### config.mk
export PLATFORM = sky130hd
export DESIGN_NAME = gdg_top
export DESIGN_NICKNAME = d
export VERILOG_FILES = /design/src/rtl/gdg_pkg.sv /design/src/rtl/gdg_cfg_reg.sv /design/src/rtl/gdg_cutoff.sv /design/src/rtl/gdg_window.sv /design/src/rtl/gdg_top.sv
export SDC_FILE = /design/constraint.sdc
export NUM_CORES = 1
export LEC_CHECK = 0
export ABC_AREA = 1
export BUFFER_PORTS_ARGS = -buffer_cell sky130_fd_sc_hd__buf_2
export CAP_MARGIN = 15
export CELL_PAD_IN_SITES_DETAIL_PLACEMENT = 0
export CELL_PAD_IN_SITES_GLOBAL_PLACEMENT = 2
export CORE_UTILIZATION = 19
export CTS_CLUSTER_SIZE = 8
export DETAILED_ROUTE_END_ITERATION = 8
export GPL_TIMING_DRIVEN = 1
export MAX_ROUTING_LAYER = met4
export PLACE_DENSITY_LB_ADDON = 0.1
export SLEW_MARGIN = 10
export SYNTH_ARGS = -nofsm -noshare
export SYNTH_HDL_FRONTEND = slang
export SYNTH_HIERARCHICAL = 1
export SYNTH_SLANG_ARGS = --single-unit
### constraint.sdc
create_clock -name clk_i -period 1.8 [get_ports clk_i]
set_input_delay 0.09 -clock clk_i [delete_from_list [all_inputs] [get_ports clk_i]]
set_output_delay 0.09 -clock clk_i [all_outputs]
set_load 0.03 [all_outputs]
### src/rtl/gdg_pkg.sv
package gdg_pkg;
  localparam int unsigned ADDR_W = 32;
  localparam int unsigned DATA_W = 32;
  localparam int unsigned MAIN_CNT_W = 4;
  localparam int unsigned EXT_CNT_W  = 4;
  localparam int unsigned AUX_CNT_W  = 2;
  localparam int unsigned CFG_W = MAIN_CNT_W + EXT_CNT_W + 1 + AUX_CNT_W;

  // Field order sets bit positions: main [3:0], ext [7:4], wram [8], aux [10:9]
  typedef struct packed {
    logic [AUX_CNT_W-1:0]  aux_cnt;
    logic                  wram_lock;
    logic [EXT_CNT_W-1:0]  ext_cnt;
    logic [MAIN_CNT_W-1:0] main_cnt;
  } gdg_cfg_t;

  localparam logic [ADDR_W-1:0] MAIN_LO  = 32'h2000_0000;
  localparam logic [ADDR_W-1:0] MAIN_CEIL = 32'h2800_0000;
  localparam logic [ADDR_W-1:0] EXT_LO   = 32'h2800_0000;
  localparam logic [ADDR_W-1:0] EXT_CEIL = 32'h3000_0000;
  localparam logic [ADDR_W-1:0] WRAM_LO  = 32'h1FF8_0000;
  localparam logic [ADDR_W-1:0] WRAM_CEIL = 32'h2000_0000;
  localparam logic [ADDR_W-1:0] AUX_LO   = 32'h1F00_0000;
  localparam logic [ADDR_W-1:0] AUX_CEIL = 32'h1F40_0000;
  localparam int unsigned BIG_STEP_LOG2 = 23;
  localparam int unsigned AUX_STEP_LOG2 = 20;
  localparam logic [ADDR_W-1:0] BIG_STEP = 32'h0080_0000;
endpackage

### src/rtl/gdg_cfg_reg.sv
module gdg_cfg_reg
  import gdg_pkg::*;
#(
  parameter int unsigned WORD_W = DATA_W
) (
  input  logic              clk_i,
  input  logic              rst_ni,
  input  logic              we_i,
  input  logic [WORD_W-1:0] wdata_i,
  output gdg_cfg_t          cfg_o,
  output logic [WORD_W-1:0] rdata_o
);
  localparam int unsigned PAD_W = WORD_W - CFG_W;

  // reset synchronizer: asynchronous assert, synchronous release
  logic rst_meta_q, rst_sync_nq;
  always_ff @(posedge clk_i or negedge rst_ni) begin
    if (!rst_ni) begin
      rst_meta_q  <= 1'b0;
      rst_sync_nq <= 1'b0;
    end else begin
      rst_meta_q  <= 1'b1;
      rst_sync_nq <= rst_meta_q;
    end
  end

  gdg_cfg_t cfg_q, cfg_d;
  logic     cfg_en;

  always_comb begin
    cfg_en = we_i;
    cfg_d  = gdg_cfg_t'(wdata_i[CFG_W-1:0]);
  end

  always_ff @(posedge clk_i or negedge rst_sync_nq) begin
    if (!rst_sync_nq) begin
      cfg_q <= '0;
    end else if (cfg_en) begin
      cfg_q <= cfg_d;
    end
  end

  assign cfg_o   = cfg_q;
  assign rdata_o = {{PAD_W{1'b0}}, cfg_q};

  // a write is visible on readback in the following cycle
  a_r9_write_lands: assert property (@(posedge clk_i) disable iff (!rst_sync_nq)
    we_i |=> (rdata_o == {{PAD_W{1'b0}}, $past(wdata_i[CFG_W-1:0])}));
  // without a write the word holds
  a_r9_word_holds: assert property (@(posedge clk_i) disable iff (!rst_sync_nq)
    !we_i |=> $stable(rdata_o));
endmodule

### src/rtl/gdg_cutoff.sv
module gdg_cutoff
  import gdg_pkg::*;
#(
  parameter int unsigned       CNT_W     = 4,
  parameter logic [ADDR_W-1:0] REGION_LO = 32'h2000_0000,
  parameter logic [ADDR_W-1:0] CEIL      = 32'h2800_0000,
  parameter int unsigned       STEP_LOG2 = 23,
  parameter logic [ADDR_W-1:0] GUARD     = 32'h0
) (
  input  logic [ADDR_W-1:0] addr_i,
  input  logic [CNT_W-1:0]  cnt_i,
  output logic              hit_o
);
  localparam int unsigned XW = ADDR_W + 1;
  localparam logic [XW-1:0] CEIL_X  = {1'b0, CEIL};
  localparam logic [XW-1:0] FLOOR_X = {1'b0, REGION_LO} + {1'b0, GUARD};

  logic [XW-1:0] span, cut_lo, lo_eff, addr_x;
  logic          wrapped, active;

  always_comb begin
    addr_x  = {1'b0, addr_i};
    span    = {{(XW-CNT_W){1'b0}}, cnt_i} << STEP_LOG2;
    cut_lo  = CEIL_X - span;
    wrapped = span > CEIL_X;
    // the bottom guard band is never protected
    lo_eff  = (wrapped || cut_lo < FLOOR_X) ? FLOOR_X : cut_lo;
    active  = cnt_i != '0;
    hit_o   = active && (addr_x >= lo_eff) && (addr_x < CEIL_X);
  end
endmodule

### src/rtl/gdg_window.sv
module gdg_window
  import gdg_pkg::*;
#(
  parameter logic [ADDR_W-1:0] LO      = 32'h1FF8_0000,
  parameter logic [ADDR_W-1:0] HI_EXCL = 32'h2000_0000
) (
  input  logic [ADDR_W-1:0] addr_i,
  input  logic              en_i,
  output logic              hit_o
);
  assign hit_o = en_i && (addr_i >= LO) && (addr_i < HI_EXCL);
endmodule

### src/rtl/gdg_top.sv
module gdg_top
  import gdg_pkg::*;
(
  input  logic              clk_i,
  input  logic              rst_ni,
  input  logic              cfg_we_i,
  input  logic [DATA_W-1:0] cfg_wdata_i,
  output logic [DATA_W-1:0] cfg_rdata_o,
  input  logic              req_valid_i,
  input  logic [ADDR_W-1:0] req_addr_i,
  output logic              req_grant_o,
  output logic              req_deny_o
);
  localparam int unsigned N_CUT = 3;
  localparam int unsigned N_WIN = 2;

  gdg_cfg_t cfg;
  logic [N_CUT-1:0] cut_hit;
  logic [N_WIN-1:0] win_hit;
  logic             any_hit;

  gdg_cfg_reg #(.WORD_W(DATA_W)) u_cfg (
    .clk_i  (clk_i),
    .rst_ni (rst_ni),
    .we_i   (cfg_we_i),
    .wdata_i(cfg_wdata_i),
    .cfg_o  (cfg),
    .rdata_o(cfg_rdata_o)
  );

  gdg_cutoff #(.CNT_W(MAIN_CNT_W), .REGION_LO(MAIN_LO), .CEIL(MAIN_CEIL),
               .STEP_LOG2(BIG_STEP_LOG2), .GUARD(BIG_STEP)) u_main_cut (
    .addr_i(req_addr_i), .cnt_i(cfg.main_cnt), .hit_o(cut_hit[0]));

  gdg_cutoff #(.CNT_W(EXT_CNT_W), .REGION_LO(EXT_LO), .CEIL(EXT_CEIL),
               .STEP_LOG2(BIG_STEP_LOG2), .GUARD('0)) u_ext_cut (
    .addr_i(req_addr_i), .cnt_i(cfg.ext_cnt), .hit_o(cut_hit[1]));

  gdg_cutoff #(.CNT_W(AUX_CNT_W), .REGION_LO(AUX_LO), .CEIL(AUX_CEIL),
               .STEP_LOG2(AUX_STEP_LOG2), .GUARD('0)) u_aux_cut (
    .addr_i(req_addr_i), .cnt_i(cfg.aux_cnt), .hit_o(cut_hit[2]));

  // fixed windows: work RAM lock and extended-bank head covered by main cutoff
  gdg_window #(.LO(WRAM_LO), .HI_EXCL(WRAM_CEIL)) u_wram_win (
    .addr_i(req_addr_i), .en_i(cfg.wram_lock), .hit_o(win_hit[0]));

  gdg_window #(.LO(EXT_LO), .HI_EXCL(EXT_LO + BIG_STEP)) u_ext_head_win (
    .addr_i(req_addr_i), .en_i(cfg.main_cnt != '0), .hit_o(win_hit[1]));

  assign any_hit     = (|cut_hit) || (|win_hit);
  assign req_deny_o  = req_valid_i && any_hit;
  assign req_grant_o = req_valid_i && !any_hit;

  // exactly one answer per valid request, none otherwise
  a_r11_one_answer: assert property (@(posedge clk_i) disable iff (!rst_ni)
    $countones({req_grant_o, req_deny_o}) == {1'b0, req_valid_i});
  // bottom 8 MiB of main memory is never refused
  a_r3_main_floor_open: assert property (@(posedge clk_i) disable iff (!rst_ni)
    (req_valid_i && req_addr_i >= MAIN_LO && req_addr_i < MAIN_LO + BIG_STEP)
      |-> req_grant_o);
  // addresses outside every guarded memory pass
  a_r10_outside_open: assert property (@(posedge clk_i) disable iff (!rst_ni)
    (req_valid_i && (req_addr_i < AUX_LO || req_addr_i >= EXT_CEIL ||
     (req_addr_i >= AUX_CEIL && req_addr_i < WRAM_LO))) |-> req_grant_o);
  // locked work RAM is refused
  a_r6_wram_locked: assert property (@(posedge clk_i) disable iff (!rst_ni)
    (req_valid_i && cfg_rdata_o[8] && req_addr_i >= WRAM_LO &&
     req_addr_i < WRAM_CEIL) |-> req_deny_o);
  // nonzero main count refuses the extended head
  a_r5_ext_head: assert property (@(posedge clk_i) disable iff (!rst_ni)
    (req_valid_i && cfg_rdata_o[3:0] != 4'd0 && req_addr_i >= EXT_LO &&
     req_addr_i < EXT_LO + BIG_STEP) |-> req_deny_o);
endmodule

==> results of run 1 <==
==> placed cells by master (no fill, tap or decap), types with 6 or more instances in the layout <==
cell	instances
ha_1	15
dfrtp_1	13
conb_1	22
inv_1	38
buf_2	57
buf_4	20
nand2_2	7
inv_2	6
nand2_1	77
nand3_1	10
nor2_1	66
nor2_2	7
==> routing by layer <==
metal / part of all wire / global-route usage
met1: 0.51 / 0.141
met3: 0.036 / 0.00709
met2: 0.45 / 0.176
met4: 0.0042 / 0.0276
met5: 0 / -
==> kinds of logic (layout without fill, tap and decap cells) <==
logic type / after synthesis / after routing
XOR/XNOR: 3 / 3
AND/OR/NAND/NOR: 180 / 180
other: 2 / 22
adder cells (fa/ha/maj): 17 / 17
buffers and inverters: 78 / 128
flip-flops: 13 / 13
AO/OA/AOI/OAI: 8 / 8
==> path summary, 6_finish.rpt <==
kind,startpoint,end,slack (ns),cells past startpoint
worst max-delay path,u_cfg/cfg_o[5]$_DFFE_PN0P_,req_deny_o,-0.60,15
worst min-delay path,cfg_wdata_i[2],u_cfg/cfg_o[2]$_DFFE_PN0P_,0.05,3
worst max register to register,u_cfg/cfg_o[5]$_DFFE_PN0P_,u_cfg/cfg_o[5]$_DFFE_PN0P_,0.93,4
worst min register to register,u_cfg/rst_sync_nq$_DFF_PN0_,u_cfg/cfg_o[8]$_DFFE_PN0P_,0.19,0
max in group asynchronous,u_cfg/rst_sync_nq$_DFF_PN0_,u_cfg/cfg_o[0]$_DFFE_PN0P_,1.28,0
min in group asynchronous,rst_ni,u_cfg/rst_meta_q$_DFF_PN0_,0.15,2
==> power groups by stage <==
stage	combinational (mW)	sequential [mW]	clock, mW
after floorplan	0.418	0.345	0
after global routing	0.671	0.343	0.281
after CTS	0.598	0.339	0.272
final	0.590	0.338	0.259
after global placement	0.577	0.343	0
after detailed placement	0.577	0.344	0
==> state kept, by name, indices dropped and copies added, names as in the netlist <==
name,flops
u_cfg/cfg_o,11
u_cfg/rst_meta_q,1
u_cfg/rst_sync_nq,1
==> area by class of cell <==
cell class                      count  area (sq um)
Clock buffer                        4          45.0
Inverter                           44           165
Tap cell                          108           135
Sequential cell                    13           325
Timing Repair Buffer               80           468
Fill cell                        1050          6590
Multi-Input combinational cell    230          1160
==> critical path: stages (launching register included) <==
cell and delay (ns):
dfrtp_1 0.40, nor3_2 0.21, nand2_1 0.13, nor2_1 0.12
ha_1 0.24, nand2_2 0.09, nor2_2 0.04, o21ai_1 0.06
nand3_1 0.11, nor2_1 0.12, nor2_1 0.06, nor2_1 0.12
nand3_2 0.12, nand2_2 0.09, inv_2 0.03, buf_6 0.12
==> through the flow <==
step | power, mW | cell area (sq um) | util | setup TNS, ns
after floorplan | 0.763 | 1880 | - | -0.326
after global placement | 0.921 | 2200 | 0.247 | -0.894
after detailed placement | 0.921 | 2200 | 0.247 | -0.899
after CTS | 1.21 | 2290 | 0.258 | -1.23
after global routing | 1.30 | 2300 | 0.259 | -1.80
final | 1.19 | 2300 | 0.259 | -1.18
==> what timing repair did <==
action | 4_1_cts | 5_1_grt
setup endpoints to repair | 2 | 2
endpoints found under the hold margin | 2 | 0
resized for setup | 9 | 3
pin swaps | 10 | 12
hold buffers | 1 | 0
setup buffers | 1 | 0
==> out/metrics.yaml, run 1 <==
status: "finished, violations left"
violations: "negative setup slack"
vias: 1725
finalWirelength_mm: 4.80
synth-edff-count: 0
synthSimpleGateAreaFrac: 0.418
rsz0062_at_grt: "true"
max_freq_mhz: 417
dp.cells: 473
drive_above_1_share: 0.294
vdd_drop_max_uv: 327
drc: 0
ant_nets: 0
pwr-share-clk: 0.218
nets: 457
cts_buffers: 3
syn_inst: 301
fin_crit_ns: 2.40
fin_cells: 479
dieArea_sq_um: 9760
skew_ns: 0.00189
drv_slew: 0
synth_commonest_cells: "81 x nand2_1, 68 x nor2_1, 40 x inv_1"
power_density_nw_per_um2: 515
grt-ovfl-total: 0
yosys_warnings: 6
synth-main-ff-cell: "dfrtp_1"
holdWs_ns: 0.0482
grt_pass1_vias: 1658
place.gp.congestion: 0.684
crit_required_ns: 1.71
die_h_um: 98.8
critPathLaunchType: "register"
std_cell_rows: 34
synthMuxAreaShare: 0
combPwrFrac: 0.497
yosysMostFrequentCell: "nand2_1"
intPower_mw: 0.699
fin_ws_ns: -0.598
synth_fa_ha_area_frac: 0.120
maxCapViolations: 0
antenna_found_initial: 0
clock_sinks: 13
dpl.hpwl_mm: 4.32
p_sw_frac: 0.411
ys_seq_area_frac: 0.183
p_leak_nw: 1.31
cts_tree: "done"
cp_max_fo: 3
dr.pass1.iters: 3
insertion_delay_ns: 0.24
start_util: 0.200
clockBufferDepth: 2
hp-class: "in2reg"
grt_usage: 0.107
seqPwrFrac: 0.285
syn_area_per_cell_sq_um: 5.91
synth_top_area_cell: "dfrtp_1"
hold_violations: 0
place_ws_ns: -0.457
clkTransAtPathRegs_ns: 0.05
synth_top_area_frac: 0.183
via_per_inst: 3.60
grt_pass1_wl_mm: 8.07
yosys.area_share.xor_xnor: 0.0148
syn-cell-area_sq_um: 1780
synth-compound-area-share: 0.0225
p_switching_mw: 0.487
arrival_ns: 2.31
num_io_pins: 102
h-tree-depth: 1
setup_viol: 2
grt_max_degree: 13
core_region_area_sq_um: 8890
synth_top_family_by_area: "simple AND/OR/NAND/NOR gates"
ys_seq_elements: 13
port_buffers: 59
end_kind: "primary output"
fin_crit_sh: 1.33
synth.top_cells.by_area: "dfrtp_1 18%, nand2_1 17%, nor2_1 14%"
worstSetupPathType: "reg2out"
fp.dieW_um: 98.8
clockRootBuffer: "clkbuf_8"
area_growth_pct: 29.4
drt_iter0_drc: 36
routedWlPerCell_um: 10.0
ys_types: 24
async_flop_share: 1.00
diodes: 0
No activity file was read; power rests on OpenSTA's default activity.
==> inputs of run 2 (changes only) <==
--- a/config.mk
+++ b/config.mk
@@ -13,7 +13,7 @@
 export CORE_UTILIZATION = 19
 export CTS_CLUSTER_SIZE = 8
 export DETAILED_ROUTE_END_ITERATION = 8
-export GPL_TIMING_DRIVEN = 1
+export GPL_TIMING_DRIVEN = 0
 export MAX_ROUTING_LAYER = met4
 export PLACE_DENSITY_LB_ADDON = 0.1
 export SLEW_MARGIN = 10
==> constraint.sdc (replaced) <==
create_clock -name clk_i -period 1.8 [get_ports clk_i]
set_input_delay 0.18 -clock clk_i [delete_from_list [all_inputs] [get_ports clk_i]]
set_output_delay 0.18 -clock clk_i [all_outputs]
set_load 0.03 [all_outputs]
==> run 2 against run 1 <==
Effect of this change:
- the run still ends with negative setup slack left
- via count rose by 2.8%
- cell count rose by 4.4%
- largest power group unchanged
- register-to-register slack improved by 0.11 ns
- sequential cell count stayed put
- global-route usage decreased by 0.54 points
- largest cell class unchanged
- hold slack gained 0.093 ns
- total power rose by 2.5%
- die area is the same
==> out/metrics.yaml, run 2 (synthesized netlist as in run 1, its figures left out) <==
fin_crit_sh: 1.38
antenna_found_initial: 0
critPathLaunchType: "register"
setup_viol: 2
std_cell_rows: 34
clock_sinks: 13
clockRootBuffer: "clkbuf_8"
fin_cells: 500
grt_usage: 0.101
diodes: 0
placed_area_sq_um: 2310
arrival_ns: 2.30
area_growth_pct: 38.5
p_leak_nw: 1.42
drt_iter0_drc: 33
power_density_nw_per_um2: 493
place.gp.congestion: 0.676
ant_nets: 0
grt_max_degree: 12
maxCapViolations: 0
crit_path_top_delay_cell: "dfrtp_1"
grt-ovfl-total: 0
fp.dieW_um: 98.8
fin_crit_ns: 2.48
via_per_inst: 3.55
dieArea_sq_um: 9760
drc: 0
cp_max_fo: 4
clockBufferDepth: 2
dp.cells: 488
cts_buffers: 3
setup_tns_ns: -1.36
violations: "negative setup slack"
max_freq_mhz: 403
start_util: 0.200
grt_pass1_vias: 1699
clkTransAtPathRegs_ns: 0.05
post-route-util: 0.277
register_area_sq_um: 325
fillers: 1028
cp_top_family: "simple AND/OR/NAND/NOR gates"
routedWlPerCell_um: 9.35
worstSetupPathType: "reg2out"
grt_pass1_wl_mm: 7.73
wl_met3_um: 169
wirelength_met1_mm: 2.32
die_h_um: 98.8
multiInputGateArea_sq_um: 1160
holdWs_ns: 0.142
skew_ns: 0.00191
cts_tree: "done"
dr.pass1.iters: 4
final_cell_area_sq_um: 2460
crit_required_ns: 1.62
path_cells: "nor3_2, nand2_1, nor2_1, ha_1, nand2_2, nor2_1, o21ai_1, nand3_1, nor2_1, nor2_1, nor2_1, nand3_2, nor2_4, buf_6"
drv_slew: 0
insertion_delay_ns: 0.24
cp_common_cell: "nor2_1"
end_kind: "primary output"
max_stage_delay_ns: 0.41
num_io_pins: 102
fin_ws_ns: -0.684
status: "finished, violations left"
vias: 1774
largest_register_ffs: 11
vdd_drop_max_uv: 341
hp-class: "in2reg"
final_common_cell: "nand2_1"
path_buf_inv: 1
wl_met2_mm: 2.15
hold_violations: 0
drive_above_1_share: 0.334
p_total_mw: 1.22
dpl.hpwl_mm: 4.13
core_region_area_sq_um: 8890
h-tree-depth: 1
place_ws_ns: -0.635
finalWirelength_mm: 4.68
rsz0062_at_grt: "true"
nets: 478
top_layer: "met4"
port_buffers: 59
final_cell_mix: "77 x nand2_1, 67 x nor2_1, 57 x buf_2, 40 x buf_4, 37 x inv_1"
[run 2: cell type report]
class / instances / area share
multi-input cells: 230 / 0.473
repair buffers: 67 / 0.150
flip-flops and latches: 13 / 0.132
plain buffers: 34 / 0.105
inverters: 44 / 0.0670
well taps: 108 / 0.0548
clock buffers: 4 / 0.0183
[run 2: timing repair]
| action | in CTS | in global routing |
|---|---|---|
| endpoints found under the setup margin | 2 | 2 |
| gates resized for setup | 12 | 1 |
| hold buffers | 1 | 0 |
| endpoints found under the hold margin | 2 | 0 |
| pin swaps | 13 | 2 |
| setup buffers | 7 | 0 |
[run 2: per-layer routing]
| layer | track usage | vias to the layer above |
|---|---|---|
| met5 | - | - |
| met2 | 0.175 | 47 |
| met3 | 0.00638 | 2 |
| met4 | 0.0241 | 0 |
| met1 | 0.129 | 691 |
| li1 | - | 1034 |
[run 2: final timing paths]
| check | end | slack, ns | depth (start not counted) | startpoint |
|---|---|---|---|---|
| setup / recovery | req_grant_o | -0.68 | 14 | u_cfg/cfg_o[6]$_DFFE_PN0P_ |
| hold / removal | u_cfg/cfg_o[2]$_DFFE_PN0P_ | 0.14 | 3 | cfg_wdata_i[2] |
| setup reg to reg | u_cfg/cfg_o[5]$_DFFE_PN0P_ | 1.04 | 3 | u_cfg/cfg_o[5]$_DFFE_PN0P_ |
| hold reg to reg | u_cfg/cfg_o[8]$_DFFE_PN0P_ | 0.18 | 0 | u_cfg/rst_sync_nq$_DFF_PN0_ |
| max in group asynchronous | u_cfg/cfg_o[0]$_DFFE_PN0P_ | 1.32 | 0 | u_cfg/rst_sync_nq$_DFF_PN0_ |
| min in group asynchronous | u_cfg/cfg_o[8]$_DFFE_PN0P_ | 0.18 | 0 | u_cfg/rst_sync_nq$_DFF_PN0_ |
[run 2: power breakdown]
part | internal, mW | switching (mW)
registers | 0.317 | 0.0248
clock network | 0.156 | 0.0948
logic | 0.259 | 0.364
total | 0.732 | 0.484
[run 2: tightest hold or removal path, delay by kind of cell]
kind	cells	cell delay (ns)
simple gates	2	0.09
buf+inv	1	0.07
